==> src/rtl/scan_pkg.sv <==
// Shared types and helpers for the bit-plane display scanner.
// Assumes eight segment lines per digit; the line permutation is fixed.
package scan_pkg;

    typedef enum logic [3:0] {
        S_ADV,
        S_DEC,
        S_AUX_GO,
        S_AUX_WT,
        S_AUX_LAT,
        S_RD,
        S_CAP,
        S_HI_GO,
        S_HI_WT,
        S_LO_GO,
        S_LO_WT,
        S_DAT_LAT,
        S_HOLD
    } scan_state_e;

    // Maps a logical segment index to the physical driver line.
    function automatic logic [2:0] seg_line(input logic [2:0] seg);
        case (seg)
            3'd0:    seg_line = 3'd5;
            3'd1:    seg_line = 3'd7;
            3'd2:    seg_line = 3'd6;
            3'd3:    seg_line = 3'd4;
            3'd4:    seg_line = 3'd1;
            3'd5:    seg_line = 3'd3;
            3'd6:    seg_line = 3'd0;
            default: seg_line = 3'd2;
        endcase
    endfunction

endpackage

==> src/rtl/plane_seq_ctr.sv <==
// Plane and segment counters for the scanner.
// Each step advances the plane; a plane wrap advances the segment; a segment
// wrap ends the frame and loads the frame-level settings (clamped plane count
// and brightness). Assumes planes_in is stable around a frame wrap.
module plane_seq_ctr #(
    parameter int MAX_PLANES = 10,
    parameter int NUM_SEG    = 8,
    localparam int BW = $clog2(MAX_PLANES),
    localparam int SW = $clog2(NUM_SEG),
    localparam int CW = $clog2(MAX_PLANES + 1)
) (
    input  logic          clk,
    input  logic          rst_n,
    input  logic          step,
    input  logic [CW-1:0] planes_in,
    input  logic          bright_in,
    output logic [BW-1:0] bit_idx,
    output logic [SW-1:0] seg_idx,
    output logic          aux_due,
    output logic          frame_wrap,
    output logic          bright_q
);

    logic [CW-1:0] planes_q;
    logic [CW-1:0] planes_clamped;
    logic [CW-1:0] next_bit;
    logic          bit_wrap;
    logic          seg_last;
    logic          first_q;

    // Clamp the requested plane count into 1..MAX_PLANES.
    always_comb begin
        if (planes_in == '0)
            planes_clamped = CW'(1);
        else if (planes_in > CW'(MAX_PLANES))
            planes_clamped = CW'(MAX_PLANES);
        else
            planes_clamped = planes_in;
    end

    assign next_bit   = CW'(bit_idx) + CW'(1);
    assign bit_wrap   = (next_bit >= planes_q);
    assign seg_last   = (seg_idx == SW'(NUM_SEG - 1));
    assign frame_wrap = step && bit_wrap && seg_last;

    // Advance the counters on each step and reload settings at frame wrap.
    always_ff @(posedge clk) begin
        if (!rst_n) begin
            bit_idx  <= '0;
            seg_idx  <= '0;
            first_q  <= 1'b1;
            aux_due  <= 1'b0;
            planes_q <= CW'(MAX_PLANES);
            bright_q <= 1'b0;
        end else if (step) begin
            first_q <= 1'b0;
            aux_due <= first_q || bit_wrap;
            if (bit_wrap) begin
                bit_idx <= '0;
                if (seg_last) begin
                    seg_idx  <= '0;
                    planes_q <= planes_clamped;
                    bright_q <= bright_in;
                end else begin
                    seg_idx <= seg_idx + SW'(1);
                end
            end else begin
                bit_idx <= next_bit[BW-1:0];
            end
        end
    end

endmodule

==> src/rtl/word_shifter.sv <==
// Serialises one XW-bit transfer, most significant bit first.
// Each bit takes two cycles: data set up with the clock low, then clock high.
// A start is accepted only while idle; 'last' marks the final clock-high cycle.
module word_shifter #(
    parameter int XW = 16,
    localparam int CNW = $clog2(XW)
) (
    input  logic          clk,
    input  logic          rst_n,
    input  logic          start,
    input  logic [XW-1:0] din,
    output logic          sdo,
    output logic          sclk,
    output logic          last
);

    logic [XW-1:0]  sr;
    logic [CNW-1:0] cnt;
    logic           phase;
    logic           busy;

    assign sdo  = sr[XW-1];
    assign sclk = busy && phase;
    assign last = busy && phase && (cnt == '0);

    // Load on start, then alternate clock phases and shift after each high phase.
    always_ff @(posedge clk) begin
        if (!rst_n) begin
            sr    <= '0;
            cnt   <= '0;
            phase <= 1'b0;
            busy  <= 1'b0;
        end else if (start && !busy) begin
            sr    <= din;
            cnt   <= CNW'(XW - 1);
            phase <= 1'b0;
            busy  <= 1'b1;
        end else if (busy) begin
            if (!phase) begin
                phase <= 1'b1;
            end else begin
                phase <= 1'b0;
                sr    <= sr << 1;
                if (cnt == '0)
                    busy <= 1'b0;
                else
                    cnt <= cnt - CNW'(1);
            end
        end
    end

endmodule

==> src/rtl/frame_timer.sv <==
// Measures the time between frame wraps in whole microseconds.
// A prescaler divides the clock by TICKS_PER_US; both counters restart at
// every wrap. The first wrap after reset only arms the measurement.
module frame_timer #(
    parameter int TICKS_PER_US = 200,
    localparam int PSW = (TICKS_PER_US > 1) ? $clog2(TICKS_PER_US) : 1
) (
    input  logic        clk,
    input  logic        rst_n,
    input  logic        wrap,
    output logic [31:0] frame_us,
    output logic        cap_pulse
);

    logic [PSW-1:0] presc;
    logic [31:0]    us_cnt;
    logic           armed;
    logic           us_tick;

    assign us_tick = (presc == PSW'(TICKS_PER_US - 1));

    // Count microseconds and capture the count at each wrap once armed.
    always_ff @(posedge clk) begin
        if (!rst_n) begin
            presc     <= '0;
            us_cnt    <= '0;
            armed     <= 1'b0;
            frame_us  <= '0;
            cap_pulse <= 1'b0;
        end else if (wrap) begin
            presc     <= '0;
            us_cnt    <= '0;
            armed     <= 1'b1;
            cap_pulse <= armed;
            if (armed)
                frame_us <= us_cnt + 32'(us_tick);
        end else begin
            cap_pulse <= 1'b0;
            if (us_tick) begin
                presc  <= '0;
                us_cnt <= us_cnt + 32'd1;
            end else begin
                presc <= presc + PSW'(1);
            end
        end
    end

endmodule

==> src/rtl/rate_divider.sv <==
// Restoring divider: quotient = NUMER / divisor, one quotient bit per cycle.
// The previous result is held until a new division finishes; a zero divisor
// gives 0 at once. Assumes starts are spaced more than W cycles apart.
module rate_divider #(
    parameter int NUMER = 1000000000,
    parameter int W     = 32,
    localparam int CNW  = $clog2(W)
) (
    input  logic         clk,
    input  logic         rst_n,
    input  logic         start,
    input  logic [W-1:0] divisor,
    output logic [W-1:0] quotient
);

    logic [W-1:0]   rem;
    logic [W-1:0]   dvd;
    logic [W-1:0]   dsr;
    logic [W-1:0]   quo;
    logic [CNW-1:0] cnt;
    logic           busy;
    logic [W:0]     rem_sh;
    logic           ge;
    logic [W-1:0]   rem_nx;
    logic [W-1:0]   quo_nx;

    // One restoring step: shift in a dividend bit, subtract when it fits.
    always_comb begin
        rem_sh = {rem, dvd[W-1]};
        ge     = (rem_sh >= {1'b0, dsr});
        rem_nx = ge ? (rem_sh[W-1:0] - dsr) : rem_sh[W-1:0];
        quo_nx = {quo[W-2:0], ge};
    end

    // Sequence the division and publish the quotient when the last bit lands.
    always_ff @(posedge clk) begin
        if (!rst_n) begin
            rem      <= '0;
            dvd      <= '0;
            dsr      <= '0;
            quo      <= '0;
            cnt      <= '0;
            busy     <= 1'b0;
            quotient <= '0;
        end else if (start) begin
            if (divisor == '0) begin
                busy     <= 1'b0;
                quotient <= '0;
            end else begin
                rem  <= '0;
                dvd  <= W'(NUMER);
                dsr  <= divisor;
                quo  <= '0;
                cnt  <= CNW'(W - 1);
                busy <= 1'b1;
            end
        end else if (busy) begin
            rem <= rem_nx;
            dvd <= dvd << 1;
            quo <= quo_nx;
            if (cnt == '0) begin
                busy     <= 1'b0;
                quotient <= quo_nx;
            end else begin
                cnt <= cnt - CNW'(1);
            end
        end
    end

endmodule

==> src/rtl/bcm_scanner.sv <==
// Bit-plane multiplexed display scanner (top).
// Per step: advance plane/segment, send a control word if the segment
// changed, read one frame word, shift it out as two halves, latch, then hold
// for the plane's binary-weighted time. Assumes a frame memory with one
// cycle of read latency and one word per segment per plane.
module bcm_scanner #(
    parameter int ROWS         = 4,
    parameter int COLS         = 8,
    parameter int MAX_PLANES   = 10,
    parameter int LED_W        = 4,
    parameter int BASE_CYCLES  = 16,
    parameter int TICKS_PER_US = 200,
    parameter int WORD_W       = 32,
    localparam int NUM_SEG = 8,
    localparam int WPP     = ROWS * COLS * NUM_SEG / WORD_W,
    localparam int DEPTH   = MAX_PLANES * WPP,
    localparam int AW      = $clog2(DEPTH),
    localparam int CW      = $clog2(MAX_PLANES + 1),
    localparam int HW      = $clog2(BASE_CYCLES) + MAX_PLANES + 1
) (
    input  logic              clk,
    input  logic              rst_n,
    input  logic [CW-1:0]     plane_count,
    input  logic              bright_hi,
    input  logic [LED_W-1:0]  status_led,
    output logic              mem_rd_en,
    output logic [AW-1:0]     mem_addr,
    input  logic [WORD_W-1:0] mem_rdata,
    output logic              sdo,
    output logic              sclk,
    output logic              latch,
    output logic [HW-1:0]     hold_cycles,
    output logic              frame_tick,
    output logic [31:0]       frame_us,
    output logic [31:0]       frame_rate
);
    import scan_pkg::*;

    localparam int XW = WORD_W / 2;
    localparam int BW = $clog2(MAX_PLANES);
    localparam int SW = $clog2(NUM_SEG);

    scan_state_e   state, nxt;
    logic [BW-1:0] bit_idx;
    logic [SW-1:0] seg_idx;
    logic          aux_due;
    logic          bright_q;
    logic          step;
    logic [WORD_W-1:0] word_q;
    logic [HW-1:0] hold_cnt;
    logic [XW-1:0] aux_word;
    logic [XW-1:0] sh_din;
    logic          sh_start;
    logic          sh_last;
    logic          cap_pulse;
    logic [7:0]    line_sel_n;

    assign step = (state == S_ADV);

    plane_seq_ctr #(
        .MAX_PLANES(MAX_PLANES),
        .NUM_SEG   (NUM_SEG)
    ) u_seq (
        .clk       (clk),
        .rst_n     (rst_n),
        .step      (step),
        .planes_in (plane_count),
        .bright_in (bright_hi),
        .bit_idx   (bit_idx),
        .seg_idx   (seg_idx),
        .aux_due   (aux_due),
        .frame_wrap(frame_tick),
        .bright_q  (bright_q)
    );

    // Active-low one-hot line select and the control word around it.
    always_comb begin
        line_sel_n = ~(8'h01 << seg_line(seg_idx));
        aux_word   = XW'({line_sel_n, 8'({status_led, bright_q})});
    end

    // Pick the transfer for the shifter from the current state.
    always_comb begin
        sh_start = 1'b0;
        sh_din   = word_q[WORD_W-1:XW];
        case (state)
            S_AUX_GO: begin sh_start = 1'b1; sh_din = aux_word;          end
            S_HI_GO:  begin sh_start = 1'b1; sh_din = word_q[WORD_W-1:XW]; end
            S_LO_GO:  begin sh_start = 1'b1; sh_din = word_q[XW-1:0];    end
            default:  ;
        endcase
    end

    word_shifter #(.XW(XW)) u_shift (
        .clk  (clk),
        .rst_n(rst_n),
        .start(sh_start),
        .din  (sh_din),
        .sdo  (sdo),
        .sclk (sclk),
        .last (sh_last)
    );

    assign mem_rd_en   = (state == S_RD);
    assign mem_addr    = AW'(bit_idx) * AW'(WPP) + AW'(seg_idx);
    assign latch       = (state == S_AUX_LAT) || (state == S_DAT_LAT);
    assign hold_cycles = HW'(BASE_CYCLES) << bit_idx;

    // Step sequence: advance, optional control word, read, two halves, hold.
    always_comb begin
        nxt = state;
        case (state)
            S_ADV:     nxt = S_DEC;
            S_DEC:     nxt = aux_due ? S_AUX_GO : S_RD;
            S_AUX_GO:  nxt = S_AUX_WT;
            S_AUX_WT:  if (sh_last) nxt = S_AUX_LAT;
            S_AUX_LAT: nxt = S_RD;
            S_RD:      nxt = S_CAP;
            S_CAP:     nxt = S_HI_GO;
            S_HI_GO:   nxt = S_HI_WT;
            S_HI_WT:   if (sh_last) nxt = S_LO_GO;
            S_LO_GO:   nxt = S_LO_WT;
            S_LO_WT:   if (sh_last) nxt = S_DAT_LAT;
            S_DAT_LAT: nxt = S_HOLD;
            S_HOLD:    if (hold_cnt == '0) nxt = S_ADV;
            default:   nxt = S_ADV;
        endcase
    end

    // State register, captured frame word and hold countdown.
    always_ff @(posedge clk) begin
        if (!rst_n) begin
            state    <= S_ADV;
            word_q   <= '0;
            hold_cnt <= '0;
        end else begin
            state <= nxt;
            if (state == S_CAP)
                word_q <= mem_rdata;
            if (state == S_DAT_LAT)
                hold_cnt <= hold_cycles - HW'(1);
            else if (state == S_HOLD && hold_cnt != '0)
                hold_cnt <= hold_cnt - HW'(1);
        end
    end

    frame_timer #(.TICKS_PER_US(TICKS_PER_US)) u_timer (
        .clk      (clk),
        .rst_n    (rst_n),
        .wrap     (frame_tick),
        .frame_us (frame_us),
        .cap_pulse(cap_pulse)
    );

    rate_divider #(.NUMER(1000000000), .W(32)) u_div (
        .clk     (clk),
        .rst_n   (rst_n),
        .start   (cap_pulse),
        .divisor (frame_us),
        .quotient(frame_rate)
    );

endmodule

==> config.mk <==
export PLATFORM = sky130hd
export DESIGN_NAME = bcm_scanner
export DESIGN_NICKNAME = d
export VERILOG_FILES = /design/src/rtl/scan_pkg.sv /design/src/rtl/plane_seq_ctr.sv /design/src/rtl/word_shifter.sv /design/src/rtl/frame_timer.sv /design/src/rtl/rate_divider.sv /design/src/rtl/bcm_scanner.sv
export SDC_FILE = /design/constraint.sdc
export NUM_CORES = 1
export LEC_CHECK = 0
export ABC_AREA = 1
export ABC_CLOCK_PERIOD_IN_PS = 2000
export BUFFER_PORTS_ARGS = -buffer_cell sky130_fd_sc_hd__buf_2
export CORE_ASPECT_RATIO = 1.2
export CORE_UTILIZATION = 55
export DETAILED_ROUTE_END_ITERATION = 8
export PLACE_DENSITY_LB_ADDON = 0.25
export SLEW_MARGIN = 10
export SYNTH_ARGS = -nofsm -noshare
export SYNTH_HDL_FRONTEND = slang
export SYNTH_SLANG_ARGS = --single-unit
export TNS_END_PERCENT = 1
==> constraint.sdc <==
create_clock -name clk -period 2 [get_ports clk]
set_input_delay 0.1 -clock clk [delete_from_list [all_inputs] [get_ports clk]]
set_output_delay 0.1 -clock clk [all_outputs]
set_load 0.01 [all_outputs]
==> impl_metrics.ini, run 1 <==
[run_status]
status = finished with violations
violations = setup timing

[finish]
nets = 2973
area_growth_pct = 28.2
design_area_sq_um = 21500
drive_gt1_frac = 0.198
fillerInstances = 2446

[timing]
max_freq_ghz = 0.412
fin_crit_ps = 2430
finalCritPeriodShare = 1.21
finalMaxSlewViolations = 0
finClkSkew_ps = 11.7
setup-tns-final_ps = -24030
postLayoutSetupSlackWorst_ps = -430
rsz0062_at_grt = true
hold_violations = 0
setup_viol = 129

[critical_path]
cp.arrival_ps = 2890
r2r_cells = 16
path_cells = inv_4 > ha_4 > ha_4 > inv_2 > o21bai_1 > nand3_1 > nand3_2 > nand2_2 > inv_2 > nand2_4 > buf_4 > nor2_4 > buf_12 > clkbuf_16 > o21ai_1 > a21oi_1
cp_max_fo = 14
crit_start = u_seq.bit_idx[0]
cp_slowest_cell = dfxtp_4
path_class = reg2reg
max_stage_delay_ps = 390
end_kind = register
setup.worst_path.start_class = register
rr_endpoint = u_timer.frame_us[23]
rrSetupSlack_ps = -430
required_ps = 2460
reg2reg_from = u_seq.bit_idx[0]

[detailed_routing]
drc = 0
detail-route-antenna-nets = 0
first_iter_violations = 1206
dr.pass1.iters = 5
drt-total-wl_um = 48600
avgRoutedWirePerCell_um = 14.8
viasPerCell = 5.23
vias = 17200

[clock_tree]
h-tree-depth = 2
cts_buffers = 34
cts_sinks = 317
clock_latency_ps = 530
clkTransAtPathRegs_ps = 60
cts.path.max_buffers = 3
tritoncts = built
cts_root_buffer = clkbuf_16

[global_routing]
grt_max_degree = 77
grt_pass1_wl_um = 78100
grt_usage = 0.307
antenna_found_initial = 1
first_global_vias = 16600
grt_overflow_total = 0

[hold_path]
worstHoldStart = status_led[1]
hold_depth = 5
hold_class = in2reg
hold-path-endpoint = u_shift.sr[2]

[yosys]
yosys-top-cells-area = dfxtp_1 38%, nand2_1 15%, inv_1 7.6%
synth_top_cell_area_share = 0.379
ys.flop_type = dfxtp_1
synthCells = 2499
ys_top_cells_by_count = 683 x nand2_1, 341 x inv_1, 317 x dfxtp_1
yosysWarningCount = 0
synth.most_common_cell = nand2_1
syn_avg_cell_area_sq_um = 6.70
ys_types = 52
synth_area_sq_um = 16700
async_flop_share = 0
yosys.area.top_type = dfxtp_1
ys_seq_elements = 317
yosysSeqAreaShare = 0.379
synth-edff-count = 0

[die]
die_area_sq_um = 31200
die_y_um = 193
design.portCount = 134
initial_utilization = 0.562
core_area_sq_um = 29800
placementRows = 69
die_w_um = 161

[flow_run]
drv_cap = 0

[power_and_ir_drop]
power_density_nw_per_um2 = 719
ir_drop_mv = 0.662
p_leak_nw = 10.1

[placed_design]
numPortBuffers = 129
gp_congestion = 0.992
dp_hpwl_um = 34600
dpl-instance-area_sq_um = 19600
worst max path at each step:
stage / slack, ps / depth (start not counted) / end
floorplan: -90 / 14 / u_seq.planes_q[3]
CTS: -390 / 12 / frame_tick
finish: -430 / 16 / u_timer.frame_us[23]
global route: -540 / 16 / u_timer.frame_us[23]
detailed placement: -240 / 15 / u_timer.frame_us[28]
global placement: -210 / 15 / u_timer.frame_us[28]
sequential cells by signal (all words and copies together), names as in the netlist, 5 cells and up:
name	flops
u_timer.presc	8
u_div.dvd	23
u_div.dsr	32
word_q	32
u_timer.us_cnt	32
u_div.cnt	5
u_div.rem	32
hold_cnt	15
u_shift.sr	16
u_div.quotient	32
u_timer.frame_us	32
u_div.quo	31
repair_timing:
action	CTS	global route
hold buffers	39	0
hold endpoints to repair	43	0
pin swaps	13	10
setup endpoints to repair	118	206
cloned	0	3
buffers inserted	4	3
gates resized for setup	47	37
metrics by stage:
stage	utilization	total power, mW	setup slack [ps]	hold slack, ps	std cells
2_1_floorplan	-	8.36	-91.9	213	2502
3_3_place_gp	0.658	9.04	-207	323	3177
3_5_place_dp	0.658	9.12	-236	335	3177
4_1_cts	0.712	15.4	-393	8.35	3278
5_1_grt	0.721	16.1	-542	56.3	3284
6_report	0.721	15.4	-430	38.7	3285
critical path: cells and delay by family, from the launching register on:
| kind | cells | cell delay (ps) |
|---|---|---|
| buffers and inverters | 6 | 630 |
| adder cells (fa/ha/maj) | 2 | 510 |
| AO/OA/AOI/OAI | 3 | 340 |
| flip-flops | 1 | 390 |
| AND/OR/NAND/NOR | 5 | 470 |
cell type report:
cell class,count,area [sq um],area share
flip-flops and latches,317,6360,0.296
clock buffers,46,946,0.0441
inverters,353,1340,0.0623
multi-input cells,1736,8980,0.418
diodes,1,2.50,0.000117
clock inverters,12,140,0.00653
well taps,390,488,0.0227
repair buffers,430,3220,0.150
layout by cell type (no fill, tap or decap), types with 5 or more instances in the layout:
| cell type | netlist | routed |
|---|---|---|
| nand2_1 | 683 | 676 |
| inv_1 | 341 | 330 |
| dfxtp_1 | 317 | 313 |
| buf_4 | 11 | 247 |
| a21oi_1 | 252 | 244 |
| nor2_1 | 221 | 203 |
| buf_2 | 22 | 127 |
| o21ai_0 | 143 | 115 |
| nand3_1 | 106 | 101 |
| xor2_1 | 45 | 45 |
| ha_1 | 57 | 43 |
| dlygate4sd3_1 | 0 | 39 |
| clkbuf_16 | 0 | 37 |
| o21ai_1 | 6 | 33 |
| nor3_1 | 31 | 30 |
| nand4_1 | 26 | 26 |
| nor2_2 | 10 | 24 |
| xnor2_1 | 24 | 24 |
| nand3b_1 | 24 | 24 |
| nand2_2 | 12 | 16 |
| inv_2 | 9 | 15 |
| ha_4 | 0 | 13 |
| buf_12 | 0 | 12 |
| nor2_4 | 5 | 9 |
| a21oi_2 | 0 | 8 |
| o21ai_2 | 7 | 8 |
| a31oi_1 | 8 | 8 |
| nand2_4 | 4 | 7 |
| a211oi_1 | 7 | 7 |
| clkbuf_1 | 56 | 7 |
| o21bai_1 | 6 | 6 |
| nand3_2 | 1 | 6 |
| inv_4 | 0 | 6 |
| o2111ai_1 | 6 | 6 |
| o221ai_1 | 6 | 6 |
| and2_1 | 6 | 6 |
| o22ai_1 | 6 | 5 |
| or2_2 | 5 | 5 |
| clkbuf_8 | 0 | 5 |
power breakdown:
| group | switching [mW] | leakage (nW) | total, mW | internal [mW] |
|---|---|---|---|---|
| registers | 0.190 | 2.56 | 6.75 | 6.56 |
| logic | 1.51 | 6.98 | 2.45 | 0.938 |
| clock network | 2.63 | 0.533 | 6.24 | 3.61 |
logic make-up after synthesis:
logic type	count (synthesis)	synth area share
AOI/OAI and AO/OA	459	0.147
xor gates and xnor gates	69	0.0361
adders and majority gates	58	0.0438
buffers and inverters	449	0.106
DFF	317	0.379
other	1	0.000224
and+or+nand+nor	1146	0.288
metal layers:
metal / track usage / wire length (um)
met1: 0.357 / 19900
met2: 0.556 / 24000
met3: 0.0492 / 2710
met4: 0.135 / 1950
met5: 0 / 13
No activity file was read; power rests on OpenSTA's default activity.
==> inputs of run 2 (changes only) <==
--- a/config.mk
+++ b/config.mk
@@ -9,6 +9,7 @@
 export ABC_CLOCK_PERIOD_IN_PS = 2000
 export BUFFER_PORTS_ARGS = -buffer_cell sky130_fd_sc_hd__buf_2
 export CORE_ASPECT_RATIO = 1.2
+export CORE_MARGIN = 1.5
 export CORE_UTILIZATION = 55
 export DETAILED_ROUTE_END_ITERATION = 8
 export PLACE_DENSITY_LB_ADDON = 0.25
==> run 2 against run 1 <==
Effect of this change:
- the flow still finishes with violations (setup timing)
- sequential share of layout area barely moved
- fmax increased by 3.9%
- cell area grew 0.20%
- critical endpoint is now frame_tick
- worst setup slack improved by 92 ps
- clock power increased by 6.4%
==> impl_metrics.ini, run 2 (synthesized netlist as in run 1, its figures left out) <==
[finish]
instances_no_fill = 3279
layout_commonest_cell = nand2_1
layout.cells.most_common_list = 671 x nand2_1, 331 x inv_1, 311 x dfxtp_1
design_area_sq_um = 21500
multi_input_area_sq_um = 9050
regArea_sq_um = 6360
drive_gt1_frac = 0.201
fillerInstances = 2397
nets = 2962
area_growth_pct = 28.5

[critical_path]
setup.worst_path.start_class = register
cp_max_fo = 5
max_stage_delay_ps = 400
cp.arrival_ps = 2240
path_class = reg2out
r2r_cells = 15
reg2reg_from = u_seq.bit_idx[0]
rr_endpoint = u_seq.planes_q[3]
crit_start = u_seq.bit_idx[0]
crit_top_cell = inv_2
worstSetupEndpoint = frame_tick
cp_slowest_cell = dfxtp_4
required_ps = 1900
end_kind = primary output
rrSetupSlack_ps = -320
path_cells = inv_4 > ha_4 > ha_4 > inv_2 > o21bai_1 > nand3_1 > nand3_2 > nand2_2 > inv_2 > nand2_4 > inv_2 > buf_6

[clock_tree]
cts_sinks = 317
cts_buffers = 34
cts.path.max_buffers = 3
clock_latency_ps = 530
h-tree-depth = 2
clkTransAtPathRegs_ps = 70
tritoncts = built
cts_root_buffer = clkbuf_16

[power_and_ir_drop]
p_int_mw = 11.4
share_seq_of_total_power = 0.424
p_switching_mw = 4.53
combPwrFrac = 0.159
clkPwrFrac = 0.417
p_leak_nw = 10.0
ir_drop_mv = 0.739
switching_share = 0.284
power_density_nw_per_um2 = 740

[die]
placementRows = 69
initial_utilization = 0.562
die_w_um = 162
core_area_sq_um = 29800
design.portCount = 134
die_area_sq_um = 31500
die_y_um = 194

[placed_design]
dpl-instance-area_sq_um = 19500
dp_worst_setup_slack_ps = -240
post-place-cells = 3168
numPortBuffers = 129
dp_hpwl_um = 34300
gp_congestion = 0.981

[timing]
finalCritPeriodShare = 1.17
holdWs_ps = 34.3
setup-tns-final_ps = -19130
rsz0062_at_grt = true
relSlewSlack = 0.651
fin_crit_ps = 2340
postLayoutSetupSlackWorst_ps = -338
max_freq_ghz = 0.428
setup_viol = 121
tightest_slew_ps = 523
finalMaxSlewViolations = 0
finClkSkew_ps = 19.9
hold_violations = 0

[global_routing]
antenna_found_initial = 3
grt_overflow_total = 0
grt_max_degree = 88
grt_pass1_wl_um = 79600
grt_usage = 0.306
first_global_vias = 16800

[flow_run]
drv_cap = 0

[detailed_routing]
avgRoutedWirePerCell_um = 14.8
first_iter_violations = 1102
wl_met2_um = 23700
dr.pass1.iters = 5
drt-total-wl_um = 48700
vias = 17300
viasPerCell = 5.28
top_layer = met4
wl_met3_um = 2520
drc = 0
detail-route-antenna-nets = 0
m1WireLength_um = 20200

[hold_path]
hold_class = in2reg

[run_status]
status = finished with violations
violations = setup timing
## run 2: worst min path at each step
stage          slack, ps           from              to  cells past startpoint
3_5_place_dp         330  mem_rdata[26]      word_q[26]                      3
6_report              30  status_led[1]   u_shift.sr[2]                      5
2_1_floorplan        210      bright_hi  u_seq.bright_q                      2
4_1_cts               10  status_led[1]   u_shift.sr[2]                      5
3_3_place_gp         320  mem_rdata[25]      word_q[25]                      3
5_1_grt               40  status_led[1]   u_shift.sr[2]                      5
## run 2: what timing repair did
item | CTS | global route
gates resized for setup | 62 | 45
hold buffers | 39 | 0
pin swaps | 11 | 15
buffers inserted | 4 | 4
setup endpoints to repair | 148 | 174
endpoints found under the hold margin | 38 | 0
## run 2: routing by layer
metal	GRT usage	vias up
met5	0	-
met4	0.138	0
met3	0.0449	147
met2	0.537	504
met1	0.368	7992
li1	-	8664
## run 2: final cells by class
class,count,share of cell area
inverter,353,0.0623
timing repair buffer,419,0.143
clock inverter,18,0.0124
multi-input combinational,1736,0.421
clock buffer,43,0.0430
antenna,3,0.000349
tap,390,0.0227
sequential,317,0.296
## run 2: per-stage QoR
stage	utilization	power (mW)
global placement	0.656	9.00
finish	0.722	15.9
detailed placement	0.656	9.08
CTS	0.716	15.8
floorplan	-	8.36
global route	0.722	16.5
## run 2: power by group through the flow
stage | sequential (mW) | combinational, mW | clock (mW)
after floorplan | 6.87 | 1.50 | 0
after global placement | 6.87 | 2.13 | 0
after detailed placement | 6.88 | 2.20 | 0
after CTS | 6.74 | 2.33 | 6.70
after global routing | 6.79 | 2.78 | 6.97
final | 6.76 | 2.53 | 6.64
## run 2: worst max-delay path, delay by kind of cell, from the launching register on
kind | cells | cell delay [ps]
flip-flops | 1 | 400
AND/OR/NAND/NOR | 4 | 330
AO/OA/AOI/OAI | 1 | 140
buffers and inverters | 5 | 330
adder cells (fa/ha/maj) | 2 | 520
